## src/rtl/lane_map_pkg.sv

```systemverilog
package lane_map_pkg;
  typedef enum logic {DIR_FWD = 1'b0, DIR_INV = 1'b1} dir_e;
endpackage

```

## src/rtl/lane_spread_fwd.sv

```systemverilog
module lane_spread_fwd #(
  parameter int N_LANES = 8,
  parameter int LW = $clog2(N_LANES),
  parameter int CW = $clog2(N_LANES + 1)
) (
  input  logic [CW-1:0] t,
  input  logic [CW-1:0] m,
  input  logic [CW-1:0] mm,
  input  logic [LW-1:0] k,
  input  logic [LW-1:0] i,
  output logic [LW-1:0] lane,
  output logic          idle
);
  localparam int PW = 3 * CW + 1;
  logic [PW-1:0] pos, scaled, quot;

  always_comb begin
    pos    = PW'(i) * PW'(t) + PW'(k);
    scaled = pos * PW'(N_LANES);
    quot   = scaled / PW'(mm);
    lane   = LW'(quot);
    idle   = (CW'(k) >= t) || (CW'(i) >= m);
  end
endmodule

```

## src/rtl/lane_spread_inv.sv

```systemverilog
module lane_spread_inv #(
  parameter int N_LANES = 8,
  parameter int LW = $clog2(N_LANES),
  parameter int CW = $clog2(N_LANES + 1)
) (
  input  logic [CW-1:0] t,
  input  logic [CW-1:0] mm,
  input  logic [LW-1:0] lane,
  output logic [LW-1:0] k,
  output logic [LW-1:0] i,
  output logic          idle
);
  localparam int PW = 3 * CW + 1;
  logic [PW-1:0] cand, back, kw, iw;

  always_comb begin
    // smallest combined position whose lane is not below this lane
    cand = (PW'(lane) * PW'(mm) + PW'(N_LANES - 1)) / PW'(N_LANES);
    back = (cand * PW'(N_LANES)) / PW'(mm);
    kw   = cand % PW'(t);
    iw   = cand / PW'(t);
    k    = LW'(kw);
    i    = LW'(iw);
    idle = (cand >= PW'(mm)) || (back != PW'(lane));
  end
endmodule

```

## src/rtl/simd_lane_mapper.sv

```systemverilog
module simd_lane_mapper #(
  parameter int N_LANES = 8,
  parameter int LW = $clog2(N_LANES),
  parameter int CW = $clog2(N_LANES + 1)
) (
  input  logic          clk,
  input  logic          rst,
  input  logic          cfg_we,
  input  logic [CW-1:0] cfg_t,
  input  logic [CW-1:0] cfg_m,
  input  logic          in_valid,
  output logic          in_ready,
  input  logic          in_inv,
  input  logic [LW-1:0] in_vec,
  input  logic [LW-1:0] in_elem,
  input  logic [LW-1:0] in_lane,
  input  logic [LW-1:0] in_rot,
  output logic          out_valid,
  output logic [LW-1:0] out_lane,
  output logic [LW-1:0] out_vec,
  output logic [LW-1:0] out_elem,
  output logic          out_idle,
  output logic [LW-1:0] out_rot
);
  import lane_map_pkg::*;

  localparam int QW = 2 * CW;

  logic [CW-1:0] t_q, m_q, mm_q;
  logic          busy_q;
  logic          cfg_legal;
  logic [QW-1:0] cfg_prod;
  logic          take;
  dir_e          dir;

  logic [LW-1:0] f_lane, r_vec, r_elem;
  logic          f_idle, r_idle;
  logic [QW-1:0] rot_w;

  assign cfg_prod  = QW'(cfg_t) * QW'(cfg_m);
  assign cfg_legal = (cfg_t != '0) && (cfg_m != '0) && (cfg_prod <= QW'(N_LANES));
  assign in_ready  = !busy_q;
  assign take      = in_valid && !busy_q;
  assign dir       = dir_e'(in_inv);
  assign rot_w     = QW'(in_rot) * QW'(t_q);

  lane_spread_fwd #(.N_LANES(N_LANES), .LW(LW), .CW(CW)) u_fwd (
    .t(t_q), .m(m_q), .mm(mm_q), .k(in_vec), .i(in_elem),
    .lane(f_lane), .idle(f_idle)
  );

  lane_spread_inv #(.N_LANES(N_LANES), .LW(LW), .CW(CW)) u_inv (
    .t(t_q), .mm(mm_q), .lane(in_lane),
    .k(r_vec), .i(r_elem), .idle(r_idle)
  );

  // configuration: latch on write, derive the product during the busy cycle
  always_ff @(posedge clk) begin
    if (rst) begin
      t_q    <= CW'(1);
      m_q    <= CW'(N_LANES);
      mm_q   <= CW'(N_LANES);
      busy_q <= 1'b0;
    end else if (cfg_we) begin
      busy_q <= 1'b1;
      if (cfg_legal) begin
        t_q <= cfg_t;
        m_q <= cfg_m;
      end
    end else if (busy_q) begin
      mm_q   <= CW'(QW'(t_q) * QW'(m_q));
      busy_q <= 1'b0;
    end
  end

  // registered result
  always_ff @(posedge clk) begin
    if (rst) begin
      out_valid <= 1'b0;
      out_lane  <= '0;
      out_vec   <= '0;
      out_elem  <= '0;
      out_idle  <= 1'b0;
      out_rot   <= '0;
    end else begin
      out_valid <= take;
      if (take) begin
        out_rot <= LW'(rot_w);
        if (dir == DIR_FWD) begin
          out_lane <= f_lane;
          out_vec  <= in_vec;
          out_elem <= in_elem;
          out_idle <= f_idle;
        end else begin
          out_lane <= in_lane;
          out_vec  <= r_vec;
          out_elem <= r_elem;
          out_idle <= r_idle;
        end
      end
    end
  end
endmodule

```

## config.mk

```make
export PLATFORM = sky130hd
export DESIGN_NAME = simd_lane_mapper
export DESIGN_NICKNAME = d
export VERILOG_FILES = /design/src/rtl/lane_map_pkg.sv /design/src/rtl/lane_spread_fwd.sv /design/src/rtl/lane_spread_inv.sv /design/src/rtl/simd_lane_mapper.sv
export SDC_FILE = /design/constraint.sdc
export NUM_CORES = 1
export LEC_CHECK = 0
export BUFFER_PORTS_ARGS = -buffer_cell sky130_fd_sc_hd__buf_2
export CORE_MARGIN = 5
export CORE_UTILIZATION = 40
export DETAILED_ROUTE_END_ITERATION = 7
export GPL_ROUTABILITY_DRIVEN = 0
export SYNTH_ARGS = -nofsm -noshare
export SYNTH_HDL_FRONTEND = slang
export SYNTH_SLANG_ARGS = --single-unit
```

## constraint.sdc

```tcl
create_clock -name clk -period 22.2 [get_ports clk]
set_input_delay 1.11 -clock clk [delete_from_list [all_inputs] [get_ports clk]]
set_output_delay 1.11 -clock clk [all_outputs]
set_load 0.1 [all_outputs]
```

**Yosys cells after proc, flatten, opt, wreduce, memory -nomap -nowiden**

Index checks and enable logic that the tools add are counted.

- Bits in registers: 27
- Bits of input ports: 25
- Output and inout port bits: 15
- Logic and storage cells: 42

- Add/subtract/negate cells: 2
- Multiply operators: 5
- Div/mod/pow operators: 4
- $lt $le $gt $ge: 4
- Equality and inequality tests: 1
- Multiplexer cells: 5
- Bitwise operators: 1
- Reductions and logical operators: 10

Operator list:

| cell | count |
|---|---|
| 13-bit by 4-bit divider with 13-bit output | 2 |
| 3-bit by 4-bit multiplier with 7-bit output | 2 |
| 10-bit by 4-bit divider with 13-bit output | 1 |
| 10-bit by 4-bit modulo with 13-bit output | 1 |
| 13-bit by 3-bit inequality test with 1-bit output | 1 |
| 10-bit by 4-bit greater-or-equal comparator with 1-bit output | 1 |
| 3-bit 2-to-1 mux | 3 |
| 7-bit by 3-bit adder with 8-bit output | 1 |
| 7-bit by 3-bit adder with 8-bit output, second input constant | 1 |
| 3-bit by 4-bit greater-or-equal comparator with 1-bit output | 2 |
| 8-bit by 4-bit <= comparator with 1-bit output, second input constant | 1 |
| 4-bit by 4-bit multiplier with 8-bit output | 1 |
| 4-bit nonzero test | 2 |
| 3-bit by 4-bit multiplier with 3-bit output | 1 |
| 4-bit by 4-bit multiplier with 4-bit output | 1 |
| 2-bit AND reduction | 2 |
| 1-bit logical AND | 3 |
| 1-bit logical OR | 2 |
| 1-bit 2-to-1 mux | 2 |
| 1-bit zero test | 1 |
| 1-bit NOT | 1 |

**Logic depth before layout (Yosys ltp)**

- Depth after elaboration: 6
- Gate-level depth with buffers: 114
- Depth with buffers taken out: 109

**Hierarchy**

From an unflattened synthesis, not the netlist that was laid out.

- Cells, all modules: 1617
- Area, all modules: 12230.5 µm²

By module, submodules not included:

| module | instances | cells an instance | area an instance (µm²) | sequential area each (µm²) |
|---|---|---|---|---|
| lane_spread_inv | 1 | 949 | 6944.2 | 0.0 |
| lane_spread_fwd | 1 | 466 | 3524.6 | 0.0 |
| simd_lane_mapper | 1 | 202 | 1761.7 | 540.5 |

**Worst setup path before layout**

Ideal clock, no wire load.

- Path type: register -> register
- From: register t_q[0]
- To: register out_vec[1]
- Library setup time: 0.095 ns
- Arrival time: 21.263 ns
- Data required time: 22.105 ns
- Slack: 0.842 ns
- Stages on the path, launching flop included: 100
- Path buffers: 6
- Clock period less this slack: 21.358 ns
- Cells stage by stage: dfxtp_1 buf_4 inv_1 ha_1 o21a_1 o211ai_1 mux2_4 ha_1 o21a_1 o21ai_0 mux2i_1 inv_1 ha_1 o21a_1 o21a_1 o21ba_2 ha_1 o21a_1 [... 64 more ...] o21ai_0 nand2b_1 a21oi_1 o2111ai_1 a211o_1 buf_2 o21ai_0 inv_1 ha_1 a21o_1 a21o_1 a221o_1 a211oi_1 o221ai_1 a21oi_1 o221ai_1 mux2_1 a221oi_1

- Longest elaborated chain between the ends: 2

Ends and longest elaborated chain:

| what | RTL line | RTL |
|---|---|---|
| start: declaration | simd_lane_mapper.sv:29 | `logic [CW-1:0] t_q, m_q, mm_q;` |
| start signal: assignment | simd_lane_mapper.sv:67 | `t_q <= cfg_t;` |
| 10-bit by 4-bit modulo with 13-bit output | lane_spread_inv.sv:20 | `kw = cand % PW'(t);` |
| 3-bit 2-to-1 mux | simd_lane_mapper.sv:89 | `if (dir == DIR_FWD) begin` |
| end signal: assignment | simd_lane_mapper.sv:91 | `out_vec <= in_vec;` |
| end signal: assignment | simd_lane_mapper.sv:96 | `out_vec <= r_vec;` |
| end: declaration | simd_lane_mapper.sv:20 | `output logic [LW-1:0] out_vec,` |

No other way between the ends.
A chain may end at the register's enable or synchronous reset.

**Worst setup path in the final report**

- From: register t_q[0]
- To: register out_vec[0]

Same word-level chain as after synthesis.

==> flow_summary.yaml <==
synthesis:
  synthFlopType: "dfxtp_1"
  async_reset_ff_frac: 0
  ys_ff_latch: 27
  syn_area_per_cell_um2: 7.30
  synth_edf_count: 0
  synthTopCellsByCount: "ha_1 (184), nor2_1 (172), nand2_1 (131)"
  synth.area.top_cells: "ha_1 (19%), nor2_1 (5.4%), dfxtp_1 (4.5%), o21a_1 (4.2%), nand2_1 (4.1%)"
  yosysMostFrequentCell: "ha_1"
  yosys_warnings: 0
  synth_seq_area_share: 0.0455
  synth_top_cell_area_share: 0.194
  syn-instance-count: 1628
  synth_area_mm2: 0.0119
  synth_area_leader_cell: "ha_1"
  post_synth_num_cell_types: 104
cts:
  insertion_delay_ns: 0.28
  cts_buffer_depth: 2
  h-tree-depth: 1
  cts.clk_slew.worst_paths_ns: 0.08
  cts_inserted_buffers: 3
  root_buffer: "clkbuf_16"
  cts_tree: "done"
  clock-sinks: 27
setup_path:
  cp_data_required_time_ns: 22.37
  cp-start-kind: "register"
  critPathSlowestCell: "o31a_2"
  cp.arrival_ns: 20.94
  worstSetupPathType: "reg -> reg"
  path_max_fanout: 8
  cpPeakStageDelay_ns: 0.45
  cpMostUsedCell: "o21a_1"
  crit_path_end_kind: "register"
floorplanning:
  core_area_mm2: 0.0295
  die-area_mm2: 0.0333
  fp.dieH_um: 182
  rows: 63
  initial_utilization: 0.403
  die_width_um: 182
  io_pins: 40
global_routing:
  grt_pass1_vias: 11800
  grt-busiest-layer: "met2"
  grt_pass1_wl_mm: 57.1
  grt_use_total: 0.199
  grt_max_degree: 28
  grt_use_met3: 0.0187
  gr-total-overflow: 0
  grtUsageMet1: 0.265
  gr-usage-met2: 0.351
  antenna_found_initial: 1
timing:
  fin_crit_sh: 0.935
  final-hold-violation-count: 0
  min_period_ns: 20.77
  timing.final.max_slew_violations: 0
  setup_viol: 0
  fin_skew_ns: 0.00459
  fin_tns_setup_ns: 0
  relSlewSlack: 0.271
  worst_pin_slew_ns: 1.09
  fmax_mhz: 48.2
layout:
  fin_nets: 1932
  drive_gt1_frac: 0.133
  n_fill_cell: 3032
  fin_area_mm2: 0.0131
  area_delta_synth_final_pct: 10.4
placed_design:
  place_hpwl_mm: 28.1
  place_area_mm2: 0.0128
  portBuffers: 39
detailed_routing:
  ant_nets: 0
  totalWireLength_mm: 34.7
  drt_iter0_markers: 693
  drc: 0
  via_per_inst: 6.01
  dr.pass1.iters: 5
  routed_wire_length_per_instance_um: 16.5
  vias: 12600
worst_hold_path:
  min_path_type: "reg -> reg"
job:
  drv_cap: 0
run_status:
  outcome: "finished, final reports clean"
## stage by stage
stage	setup slack [ns]	utilization	instances	hold WS (ns)
after floorplan	0.842	-	1641	0.465
after global placement	0.429	0.433	2082	0.439
after detailed placement	-0.417	0.433	2082	0.444
after CTS	0.0637	0.436	2086	0.457
final	1.43	0.445	2101	0.455
after global routing	-0.0386	0.445	2100	0.486
## worst max-delay path, delay by kind of cell, from the launching register on
kind,cells,cell delay (ns)
multiplexers,8,2.78
flip-flops,1,0.33
AND/OR/NAND/NOR,20,3.35
AO/OA/AOI/OAI,50,10.24
buffers and inverters,4,0.41
adder cells (fa/ha/maj),12,3.54
## final cells by class
type                    instances  area, um2  share of cell area
repair buffers                 97        631              0.0481
clock inverters                 1       8.76            0.000668
clock buffers                   3       75.1             0.00572
inverters                      83        312              0.0237
diodes                          2       5.00            0.000381
multi-input cells            1498      11100               0.843
well taps                     390        488              0.0372
flip-flops and latches         27        541              0.0412
## what timing repair did
action / 4_1_cts / 5_1_grt
pin swaps: 0 / 4
hold buffers: 0 / 0
setup buffers: 0 / 13
setup endpoints to repair: 1 / 7
resized for setup: 1 / 40
## worst paths after layout
| check | start | to | slack [ns] | depth (start not counted) |
|---|---|---|---|---|
| worst max register to register | t_q[0]$_SDFFE_PP1P_ | out_vec[0]$_SDFFE_PP0P_ | 1.43 | 94 |
| worst min-delay path | out_rot[0]$_SDFFE_PP0P_ | out_rot[0]$_SDFFE_PP0P_ | 0.45 | 2 |
| worst max-delay path | t_q[0]$_SDFFE_PP1P_ | out_vec[0]$_SDFFE_PP0P_ | 1.43 | 94 |
| worst min register to register | out_rot[0]$_SDFFE_PP0P_ | out_rot[0]$_SDFFE_PP0P_ | 0.45 | 2 |
## routing by layer
layer | part of all wire | vias to the layer above
met1 | 0.46 | 5963
met5 | 0 | -
met4 | 0.015 | 0
met3 | 0.042 | 37
li1 | - | 6318
met2 | 0.48 | 316
## cells by family after synthesis
| family | Yosys count | share of synthesized area |
|---|---|---|
| mux | 78 | 0.0735 |
| other cells | 1 | 0.000316 |
| flops | 27 | 0.0455 |
| xor+xnor | 67 | 0.0494 |
| compound gates | 497 | 0.300 |
| simple gates | 641 | 0.271 |
| fa+ha+maj | 201 | 0.219 |
| buf+inv | 116 | 0.0418 |
## flip-flops by register name, summed over array words and instances, names as in the netlist, 3 cells and up
signal / flops
m_q: 4
mm_q: 4
out_elem: 3
out_lane: 3
out_rot: 3
out_vec: 3
t_q: 4
## cell usage in the layout (no fill, tap or decap), types with 24 or more instances in the layout
| cell | n |
|---|---|
| a21o_1 | 33 |
| a21oi_1 | 82 |
| and2_1 | 42 |
| buf_2 | 39 |
| buf_4 | 58 |
| dfxtp_1 | 27 |
| ha_1 | 184 |
| inv_1 | 81 |
| mux2_2 | 35 |
| mux2i_1 | 30 |
| nand2_1 | 131 |
| nand2b_1 | 24 |
| nand3_1 | 40 |
| nor2_1 | 168 |
| nor3_1 | 83 |
| o211ai_1 | 28 |
| o21a_1 | 65 |
| o21ai_0 | 72 |
| or2_2 | 24 |
| xnor2_1 | 45 |
Power is not shown: default switching activity piles up to over one toggle a cycle in this logic, so the estimate is an artifact.
